**config.mk**
```make
export PLATFORM = sky130hd
export DESIGN_NAME = inband_req_arbiter
export DESIGN_NICKNAME = d
export VERILOG_FILES = /design/src/rtl/ibr_pkg.sv /design/src/rtl/ibr_dev_entry.sv /design/src/rtl/ibr_match.sv /design/src/rtl/ibr_flags.sv /design/src/rtl/inband_req_arbiter.sv
export SDC_FILE = /design/constraint.sdc
export NUM_CORES = 1
export LEC_CHECK = 0
export ABC_AREA = 0
export BUFFER_PORTS_ARGS = -buffer_cell sky130_fd_sc_hd__clkbuf_2
export CAP_MARGIN = 5
export CORE_ASPECT_RATIO = 1.4
export CORE_MARGIN = 10
export CORE_UTILIZATION = 60
export DETAILED_ROUTE_END_ITERATION = 16
export HOLD_SLACK_MARGIN = 0.02
export PLACE_DENSITY = 0.88
export SETUP_SLACK_MARGIN = 0.15
export SYNTH_ARGS = -nofsm -noshare
export SYNTH_HDL_FRONTEND = slang
export SYNTH_HIERARCHICAL = 1
export SYNTH_SLANG_ARGS = --single-unit
```
**constraint.sdc**
```tcl
create_clock -name clk -period 4.4 [get_ports clk]
set_input_delay 0.44 -clock clk [delete_from_list [all_inputs] [get_ports clk]]
set_output_delay 0.44 -clock clk [all_outputs]
set_load 0.02 [all_outputs]
```
**src/rtl/ibr_pkg.sv**
```systemverilog
package ibr_pkg;

   typedef enum logic {
      REQ_IBI  = 1'b0,
      REQ_ROLE = 1'b1
   } req_kind_e;

   // control bits sit directly above the address field
   localparam int unsigned OFS_IBI_EN = 0;
   localparam int unsigned OFS_CR_EN  = 1;
   localparam int unsigned OFS_DAT_EN = 2;
   localparam int unsigned OFS_SUSP   = 3;
   localparam int unsigned OFS_LOCK   = 4;
   localparam int unsigned CTRL_W     = 4;

endpackage

```
**src/rtl/ibr_dev_entry.sv**
```systemverilog
module ibr_dev_entry
   import ibr_pkg::*;
#(
   parameter int unsigned ADDR_W   = 7,
   parameter int unsigned LOCK_DLY = 2,
   localparam int unsigned WR_W    = ADDR_W + CTRL_W,
   localparam int unsigned CNT_W   = $clog2(LOCK_DLY + 1)
) (
   input  logic              clk,
   input  logic              rst_n,
   input  logic              wr_en,
   input  logic [WR_W-1:0]   wdata,
   output logic [ADDR_W-1:0] addr,
   output logic              ibi_en,
   output logic              cr_en,
   output logic              dat_en,
   output logic              susp,
   output logic              lock
);

   logic [CNT_W-1:0] hold_cnt;
   logic             en_nxt;

   assign en_nxt = wr_en ? (wdata[ADDR_W+OFS_IBI_EN] | wdata[ADDR_W+OFS_CR_EN])
                         : (ibi_en | cr_en);

   always_ff @(posedge clk) begin
      if (!rst_n) begin
         addr     <= '0;
         ibi_en   <= 1'b0;
         cr_en    <= 1'b0;
         dat_en   <= 1'b0;
         susp     <= 1'b0;
         lock     <= 1'b0;
         hold_cnt <= '0;
      end else begin
         if (wr_en) begin
            ibi_en <= wdata[ADDR_W+OFS_IBI_EN];
            cr_en  <= wdata[ADDR_W+OFS_CR_EN];
            susp   <= wdata[ADDR_W+OFS_SUSP];
            if (!lock) begin
               addr   <= wdata[ADDR_W-1:0];
               dat_en <= wdata[ADDR_W+OFS_DAT_EN];
            end
         end
         if (en_nxt) begin
            lock     <= 1'b1;
            hold_cnt <= CNT_W'(LOCK_DLY);
         end else if (lock) begin
            if (hold_cnt == '0) lock <= 1'b0;
            else                hold_cnt <= hold_cnt - 1'b1;
         end
      end
   end

endmodule

```
**src/rtl/ibr_match.sv**
```systemverilog
module ibr_match #(
   parameter int unsigned N_DEV  = 4,
   parameter int unsigned ADDR_W = 7,
   localparam int unsigned IDX_W = (N_DEV > 1) ? $clog2(N_DEV) : 1
) (
   input  logic [N_DEV*ADDR_W-1:0] addr_tbl,
   input  logic [ADDR_W-1:0]       req_addr,
   output logic                    hit,
   output logic [IDX_W-1:0]        hit_idx
);

   logic [N_DEV-1:0] eq;

   for (genvar g = 0; g < N_DEV; g++) begin : g_cmp
      logic [ADDR_W-1:0] a;
      assign a     = addr_tbl[g*ADDR_W +: ADDR_W];
      assign eq[g] = (a != '0) && (a == req_addr);
   end

   // scan from the top so the lowest index is written last and wins
   always_comb begin
      hit     = 1'b0;
      hit_idx = '0;
      for (int i = N_DEV - 1; i >= 0; i--) begin
         if (eq[i]) begin
            hit     = 1'b1;
            hit_idx = IDX_W'(i);
         end
      end
   end

endmodule

```
**src/rtl/ibr_flags.sv**
```systemverilog
module ibr_flags (
   input  logic clk,
   input  logic rst_n,
   input  logic ibi_set,
   input  logic cr_set,
   input  logic ibi_clr,
   input  logic cr_clr,
   output logic ibi_flag,
   output logic cr_flag
);

   always_ff @(posedge clk) begin
      if (!rst_n) begin
         ibi_flag <= 1'b0;
         cr_flag  <= 1'b0;
      end else begin
         if (ibi_set)      ibi_flag <= 1'b1;
         else if (ibi_clr) ibi_flag <= 1'b0;
         if (cr_set)       cr_flag  <= 1'b1;
         else if (cr_clr)  cr_flag  <= 1'b0;
      end
   end

endmodule

```
**src/rtl/inband_req_arbiter.sv**
```systemverilog
module inband_req_arbiter
   import ibr_pkg::*;
#(
   parameter int unsigned N_DEV    = 4,
   parameter int unsigned ADDR_W   = 7,
   parameter int unsigned LOCK_DLY = 2,
   localparam int unsigned IDX_W   = (N_DEV > 1) ? $clog2(N_DEV) : 1,
   localparam int unsigned WR_W    = ADDR_W + CTRL_W,
   localparam int unsigned RD_W    = WR_W + 1
) (
   input  logic              clk,
   input  logic              rst_n,
   input  logic              sw_wr_en,
   input  logic [IDX_W-1:0]  sw_wr_idx,
   input  logic [WR_W-1:0]   sw_wdata,
   input  logic [IDX_W-1:0]  sw_rd_idx,
   output logic [RD_W-1:0]   sw_rdata,
   input  logic              req_valid,
   input  logic [ADDR_W-1:0] req_addr,
   input  logic              req_is_cr,
   input  logic              ibi_clr,
   input  logic              cr_clr,
   output logic              resp_valid,
   output logic              resp_ack,
   output logic              resp_mdb,
   output logic              stop_req,
   output logic              flush_req,
   output logic              ibi_flag,
   output logic              cr_flag
);

   if (N_DEV < 1) begin : g_bad_ndev
      $error("N_DEV must be at least 1");
   end
   if (ADDR_W < 1) begin : g_bad_addr
      $error("ADDR_W must be at least 1");
   end
   if (LOCK_DLY < 1) begin : g_bad_dly
      $error("LOCK_DLY must be at least 1");
   end

   logic [N_DEV*ADDR_W-1:0] addr_flat;
   logic [N_DEV-1:0]        ibi_en_v, cr_en_v, dat_en_v, susp_v, lock_v, en_v;
   logic [RD_W-1:0]         rd_word [N_DEV];

   for (genvar g = 0; g < N_DEV; g++) begin : g_dev
      logic [ADDR_W-1:0] a;
      ibr_dev_entry #(.ADDR_W(ADDR_W), .LOCK_DLY(LOCK_DLY)) u_ent (
         .clk    (clk),
         .rst_n  (rst_n),
         .wr_en  (sw_wr_en && (sw_wr_idx == IDX_W'(g))),
         .wdata  (sw_wdata),
         .addr   (a),
         .ibi_en (ibi_en_v[g]),
         .cr_en  (cr_en_v[g]),
         .dat_en (dat_en_v[g]),
         .susp   (susp_v[g]),
         .lock   (lock_v[g])
      );
      assign addr_flat[g*ADDR_W +: ADDR_W] = a;
      assign en_v[g]    = ibi_en_v[g] | cr_en_v[g];
      assign rd_word[g] = {lock_v[g], susp_v[g], dat_en_v[g], cr_en_v[g], ibi_en_v[g], a};
   end

   always_comb begin
      sw_rdata = '0;
      for (int i = 0; i < N_DEV; i++) begin
         if (sw_rd_idx == IDX_W'(i)) sw_rdata = rd_word[i];
      end
   end

   logic             hit;
   logic [IDX_W-1:0] hit_idx;

   ibr_match #(.N_DEV(N_DEV), .ADDR_W(ADDR_W)) u_match (
      .addr_tbl (addr_flat),
      .req_addr (req_addr),
      .hit      (hit),
      .hit_idx  (hit_idx)
   );

   req_kind_e kind;
   logic      busy, pol, ack_d, ibi_ack, cr_ack;

   assign kind    = req_kind_e'(req_is_cr);
   assign busy    = ibi_flag | cr_flag;
   assign pol     = (kind == REQ_ROLE) ? cr_en_v[hit_idx] : ibi_en_v[hit_idx];
   assign ack_d   = req_valid & hit & ~busy & pol;
   assign ibi_ack = ack_d & (kind == REQ_IBI);
   assign cr_ack  = ack_d & (kind == REQ_ROLE);

   ibr_flags u_flags (
      .clk      (clk),
      .rst_n    (rst_n),
      .ibi_set  (ibi_ack),
      .cr_set   (cr_ack),
      .ibi_clr  (ibi_clr),
      .cr_clr   (cr_clr),
      .ibi_flag (ibi_flag),
      .cr_flag  (cr_flag)
   );

   always_ff @(posedge clk) begin
      if (!rst_n) begin
         resp_valid <= 1'b0;
         resp_ack   <= 1'b0;
         resp_mdb   <= 1'b0;
         stop_req   <= 1'b0;
         flush_req  <= 1'b0;
      end else begin
         resp_valid <= req_valid;
         resp_ack   <= ack_d;
         resp_mdb   <= ibi_ack & dat_en_v[hit_idx];
         stop_req   <= ibi_ack & susp_v[hit_idx];
         flush_req  <= ibi_ack & susp_v[hit_idx];
      end
   end

endmodule

```
# --- Word-level counts from Yosys, hierarchy flattened ---
# Index checks and enable logic that the tools add are counted.
word_totals:
  memories: 0
  reg_bits: 62
  output_inout_bits: 19
  mem_bits_rw: 0
  rom_bits: 0
  latch_bits: 0
op_classes:
  mul: 0
  n_lt_le_gt_ge: 1
  n_shift: 0
  bitwise_logic: 24
  muxes: 53
  n_addsub: 4
  n_reduce_logical: 40
  n_div: 0
  n_eq_ne: 14
op_table:
  columns: ["operator", "n"]
  rows:
  - ["2-to-1 mux 12 bit", 4]
  - ["2-to-1 mux 2 bit", 16]
  - ["2-to-1 mux 1 bit", 29]
  - ["== test 7 bit", 4]
  - ["nonzero test 7 bit", 4]
  - ["AND reduction 2 bit", 12]
  - ["logical NOT 2 bit", 6]
  - ["nonzero test 2 bit", 6]
  - ["NOT 1 bit", 11]
  - ["binary-select mux 1 bit (select 2 bit)", 4]
  - ["== test 2 bit, second input constant", 4]
  - ["logical AND 1 bit", 8]
  - ["!= test 2 x 1 -> 1 bit, second input constant", 4]
  - ["OR reduction 2 bit", 4]
  - ["subtractor 2 x 1 -> 2 bit, second input constant", 4]
  - ["bitwise AND 1 bit", 7]
  - ["bitwise OR 1 bit", 6]
  - ["== test 2 x 1 -> 1 bit, second input constant", 2]
  - ["less-than comparator 2 x 3 -> 1 bit, second input constant", 1]

# --- Depth between registers and ports, before layout ---
depth:
  word_depth: 12
  mapped_depth: 11

# --- Modules after synthesis ---
# Netlist, hierarchy kept.
by_module_without_submodules:
  columns: ["module", "cells_per_inst", "seq_area_each_um2", "n_inst", "area_each_um2"]
  rows:
  - ["ibr_dev_entry", 52, 280.3, 4, 560.5]
  - ["inband_req_arbiter", 50, 80.1, 1, 624.3]
  - ["ibr_match", 58, 0.0, 1, 465.4]
  - ["ibr_flags", 6, 40.0, 1, 82.6]

# --- Least setup slack after synthesis ---
# OpenSTA, ideal clock, no wires.
synth_timing:
  kind: "input to register"
  startpoint: "input req_addr[2]"
  endpoint: "register u_flags.cr_flag"
  setup_ps: 58
  path_slack_ps: 1872
  t_arrival_ps: 2470
  stages: 10
  path_cell_list: "clkbuf_1 xnor2_1 nand4_1 a2111oi_4 nor2_1 nor3_1 mux2_4 nor2_1 a2111oi_2 o21a_1"
synth_via:
  elab_chain_len: 12
  elab_cells_between_ends: 27
  classes_between: "4 x eq/ne; 14 x mux; 4 x bitwise; 5 x reduce/logical"
synth_rtl:
  columns: ["item", "line", "rtl"]
  rows:
  - ["start, declared", "inband_req_arbiter.sv:19", "input logic [ADDR_W-1:0] req_addr,"]
  - ["== test 7 bit", "ibr_match.sv:17", "assign eq[g] = (a != '0) && (a == req_addr);"]
  - ["logical AND 1 bit", "ibr_match.sv:17", null]
  - ["2-to-1 mux 2 bit (3 in series)", "ibr_match.sv:25", "if (eq[i]) begin"]
  - ["2-to-1 mux 2 bit (*)", "ibr_match.sv:25", null]
  - ["named net hit_idx[1]", "inband_req_arbiter.sv:73", "logic [IDX_W-1:0] hit_idx;"]
  - ["binary-select mux 1 bit (select 2 bit)", "inband_req_arbiter.sv:87", "assign pol = (kind == REQ_ROLE) ? cr_en_v[hit_idx] : ibi_en_v[hit_idx];"]
  - ["2-to-1 mux 1 bit (not written as such)", "inband_req_arbiter.sv:87", null]
  - ["2-to-1 mux 1 bit (*)", "inband_req_arbiter.sv:87", null]
  - ["bitwise AND 1 bit (*)", "inband_req_arbiter.sv:88", "assign ack_d = req_valid & hit & ~busy & pol;"]
  - ["bitwise AND 1 bit (*)", "inband_req_arbiter.sv:90", "assign cr_ack = ack_d & (kind == REQ_ROLE);"]
  - ["named net cr_ack", "inband_req_arbiter.sv:83", "logic busy, pol, ack_d, ibi_ack, cr_ack;"]
  - ["2-to-1 mux 1 bit or nonzero test 2 bit (tied branches)", null, null]
  - ["end signal, assigned", "ibr_flags.sv:15", "cr_flag <= 1'b0;"]
  - ["end signal, assigned", "ibr_flags.sv:19", "if (cr_set) cr_flag <= 1'b1;"]
  - ["end signal, assigned", "ibr_flags.sv:20", "else if (cr_clr) cr_flag <= 1'b0;"]
  - ["end, declared", "ibr_flags.sv:9", "output logic cr_flag"]
# Mark *: on every way through the listed nets, which the timed path passes. The rest lies on a longest branch. The select of a mux whose other input is x is not followed.
# A chain may end at the register's enable or synchronous reset.

# --- Worst setup path in the final report ---
layout_timing:
  startpoint: "register g_dev[2].u_ent.addr[1]"
  endpoint: "register u_flags.cr_flag"
layout_via:
  elab_chain_len: 11
  elab_cells_between_ends: 20
  classes_between: "1 x eq/ne; 12 x mux; 4 x bitwise; 3 x reduce/logical"
layout_rtl:
  columns: ["item", "line", "rtl"]
  rows:
  - ["start, declared", "ibr_dev_entry.sv:13", "output logic [ADDR_W-1:0] addr,"]
  - ["start signal, assigned", "ibr_dev_entry.sv:42", "addr <= wdata[ADDR_W-1:0];"]
  - ["== test 7 bit or nonzero test 7 bit (tied branches)", "ibr_match.sv:17", null]
  - ["logical AND 1 bit (*)", "ibr_match.sv:17", null]
  - ["2-to-1 mux 2 bit (*) (3 in series)", "ibr_match.sv:25", null]
  - ["named net hit_idx[1]", "inband_req_arbiter.sv:73", null]
  - ["binary-select mux 1 bit (select 2 bit)", "inband_req_arbiter.sv:87", null]
  - ["2-to-1 mux 1 bit (not written as such)", "inband_req_arbiter.sv:87", null]
  - ["2-to-1 mux 1 bit (*)", "inband_req_arbiter.sv:87", null]
  - ["bitwise AND 1 bit (*)", "inband_req_arbiter.sv:88", null]
  - ["bitwise AND 1 bit (*)", "inband_req_arbiter.sv:90", null]
  - ["named net cr_ack", "inband_req_arbiter.sv:83", null]
  - ["2-to-1 mux 1 bit or nonzero test 2 bit (tied branches)", null, null]
# Marks and branches as above.

==> metrics.yaml <==
run_status:
  status: "completed"
worst_setup_path:
  worstSetupPathType: "flip-flop to flip-flop"
  endpoint_kind: "flip-flop"
  critical_path_buf_inv_count: 0
  worst_ep_required_time_ps: 4690
  path_cells: "nor4_1, a211o_1, a2111oi_4, nor2_1, nor3_1, mux2_4, nor2_1, a2111oi_2, o21a_1"
  cpLargestDelayFamily: "compound AO/OA/AOI/OAI gates"
  path_common_cell: "nor2_1"
  crit_slowest_cell: "nor3_1"
  slowest_delay_ps: 670
  crit_fanout: 6
  cp-start-kind: "flip-flop"
  worstPathArrival_ps: 3140
clock_network:
  post_cts_resized: 0
  clk_path_buf_depth: 2
  tritoncts: "done"
  post-cts-setup-buffers: 0
  clockRootBuffer: "clkbuf_8"
  clock_sinks: 62
  path_clk_slew_ps: 70
  numCtsBuffers: 9
  cts_htree_levels: 3
  clock_latency_ps: 340
  ctsHoldBuffers: 0
global_route:
  grt_pass1_vias: 2692
  grt_antenna_before_repair: 0
  grt_usage_pct: 17.0
  grt_max_degree: 74
  grt_pass1_wl_mm: 12.7
  gr-total-overflow: 0
detailed_routing:
  avgViaCountPerCell: 5.89
  drt-wirelength-per-cell_um: 17.7
  drt_iter0_drc: 125
  vias: 2556
  ant_nets: 0
  dr.pass1.iters: 4
  drc: 0
  drt-total-wl_mm: 7.68
timing:
  fmax_mhz: 350
  finClkSkew_ps: 9.77
  period_minus_slack_ps: 2860
  rsz0062_at_grt: "no"
  period_share_pct: 65.0
  finalMaxSlewViolations: 0
  tns_ps: 0
  setup_viol: 0
  hold_viol_final: 0
  tightestPinTransition_ps: 862
  relSlewSlack_pct: 42.1
finish:
  diodes: 0
  drive_above_1_share_pct: 23.2
  fin_area_um2: 3810
  seq_area_um2: 1240
  fillCellCount: 413
  nets: 391
  area_growth_pct: 11.5
  multi_input_area_um2: 2000
placement:
  dp_hpwl_mm: 5.57
  port_buffers: 47
  routabilityCongestion: 0.848
  dpl_cell_area_um2: 3590
floorplan:
  dieHeight_um: 109
  coreArea_um2: 5530
  die_area_um2: 9150
  dieWidth_um: 83.8
  initial_core_util_pct: 61.8
  fp-row-count: 32
  ioPinCount: 48
synthesis:
  synth.yosys.seq_area_share_pct: 36.4
  yosysTopAreaCell: "dfxtp_1"
  netlist_instances: 322
  syn_avg_cell_area_um2: 10.6
  yosys.area.top_type_share_pct: 36.4
  yosysWarnings: 6
  syn-num-nets: 351
  syn-cell-area_um2: 3410
  synth.distinct_cells: 37
  synth-seq-cells: 62
  synth.area.top_cells: "dfxtp_1 36%, mux2i_1 14%, nor2b_1 9.2%"
pwr:
  vdd_ir_drop_max_mv: 0.285
  p_leak_nw: 1.37
  powerDensity_nw_per_um2: 349
  finalPower_mw: 1.33
job:
  cap_violations: 0
worst_hold_path:
  hp-class: "input pin to flip-flop"
-- layout by cell type (no fill, tap or decap), drive strengths merged --
cell     count
a2111oi      5
a211o        4
a21oi        8
a22o         1
a31oi        1
and2         1
and2b        5
and3         1
and3b        1
buf          2
bufinv       2
clkbuf      58
clkinv       2
dfxtp       62
inv          2
mux2         1
mux2i       47
mux4        14
nand2       16
nand3        5
nand3b       4
nand4        4
nor2        18
nor2b       52
nor3         9
nor3b        1
nor4         4
nor4b        1
o21a         2
o21ba        1
o2bb2ai      8
xnor2       16
xor2         8
-- layout make-up --
cell class	instances	area share, %
Clock buffer	11	3.98
Clock inverter	4	1.84
Inverter	2	0.197
Multi-Input combinational cell	238	52.6
Sequential cell	62	32.6
Tap cell	68	2.23
Timing Repair Buffer	49	6.57
-- power breakdown --
part	internal [mW]	total [mW]	switching (mW)
Combinational	0.0782	0.168	0.0902
Sequential	0.583	0.605	0.0217
Clock	0.345	0.558	0.213
-- final timing paths --
kind | start | to | slack, ps | cells past startpoint
worst max-delay path | g_dev[2].u_ent/addr[1] | u_flags/cr_flag | 1540 | 9
worst min-delay path | req_valid | resp_valid | 330 | 2
worst max register to register | g_dev[2].u_ent/addr[1] | u_flags/cr_flag | 1540 | 9
worst min register to register | g_dev[0].u_ent/hold_cnt[1] | g_dev[0].u_ent/hold_cnt[1] | 470 | 2
-- per-stage QoR --
| step | util [%] | cells | hold WS, ps | worst slack, ps |
|---|---|---|---|---|
| finish | 68.9 | 434 | 334 | 1540 |
| global route | 68.9 | 434 | 341 | 1380 |
| CTS | 68.9 | 434 | 327 | 1580 |
| detailed placement | 64.9 | 419 | 465 | 1560 |
| global placement | 64.9 | 419 | 452 | 1610 |
| floorplan | - | 322 | 443 | 1870 |
-- layer usage --
layer | routed length (µm) | GRT usage, %
met5 | 0 | 0
met4 | 266 | 11.0
met3 | 335 | 4.55
met2 | 4040 | 29.5
met1 | 3040 | 17.9
-- cells by family (layout without fill, tap and decap cells) --
family	Yosys count	after routing	synth area share, %
AO/OA/AOI/OAI	30	30	8.35
XOR/XNOR	24	24	6.16
buffers and inverters	22	66	4.98
flip-flops	62	62	36.4
multiplexers	62	62	23.7
AND/OR/NAND/NOR	122	122	20.5
-- Yosys cell counts --
library cell   n
a2111oi_2      3
a2111oi_4      2
a211o_1        4
a21oi_1        8
a22o_1         1
a31oi_1        1
and2_1         1
and2b_1        5
and3_1         1
and3b_1        1
buf_1          2
buf_2          4
buf_4          2
buf_6         10
clkbuf_1       2
dfxtp_1       62
inv_1          2
mux2_4         1
mux2i_1       47
mux4_1         2
mux4_2        12
nand2_1       16
nand3_1        5
nand3b_1       4
nand4_1        4
nor2_1        18
nor2b_1       50
nor2b_4        2
nor3_1         9
nor3b_1        1
nor4_1         4
nor4b_2        1
o21a_1         2
o21ba_1        1
o2bb2ai_1      8
xnor2_1       16
xor2_1         8
-- registers in the layout (all words and copies together), names as in the netlist --
signal / flops
g_dev.u_ent/addr: 28
g_dev.u_ent/hold_cnt: 8
g_dev.u_ent/cr_en: 4
g_dev.u_ent/dat_en: 4
g_dev.u_ent/ibi_en: 4
g_dev.u_ent/lock: 4
g_dev.u_ent/susp: 4
flush_req: 1
resp_ack: 1
resp_mdb: 1
resp_valid: 1
u_flags/cr_flag: 1
u_flags/ibi_flag: 1
Note: power is estimated with default switching activity, not from simulation.
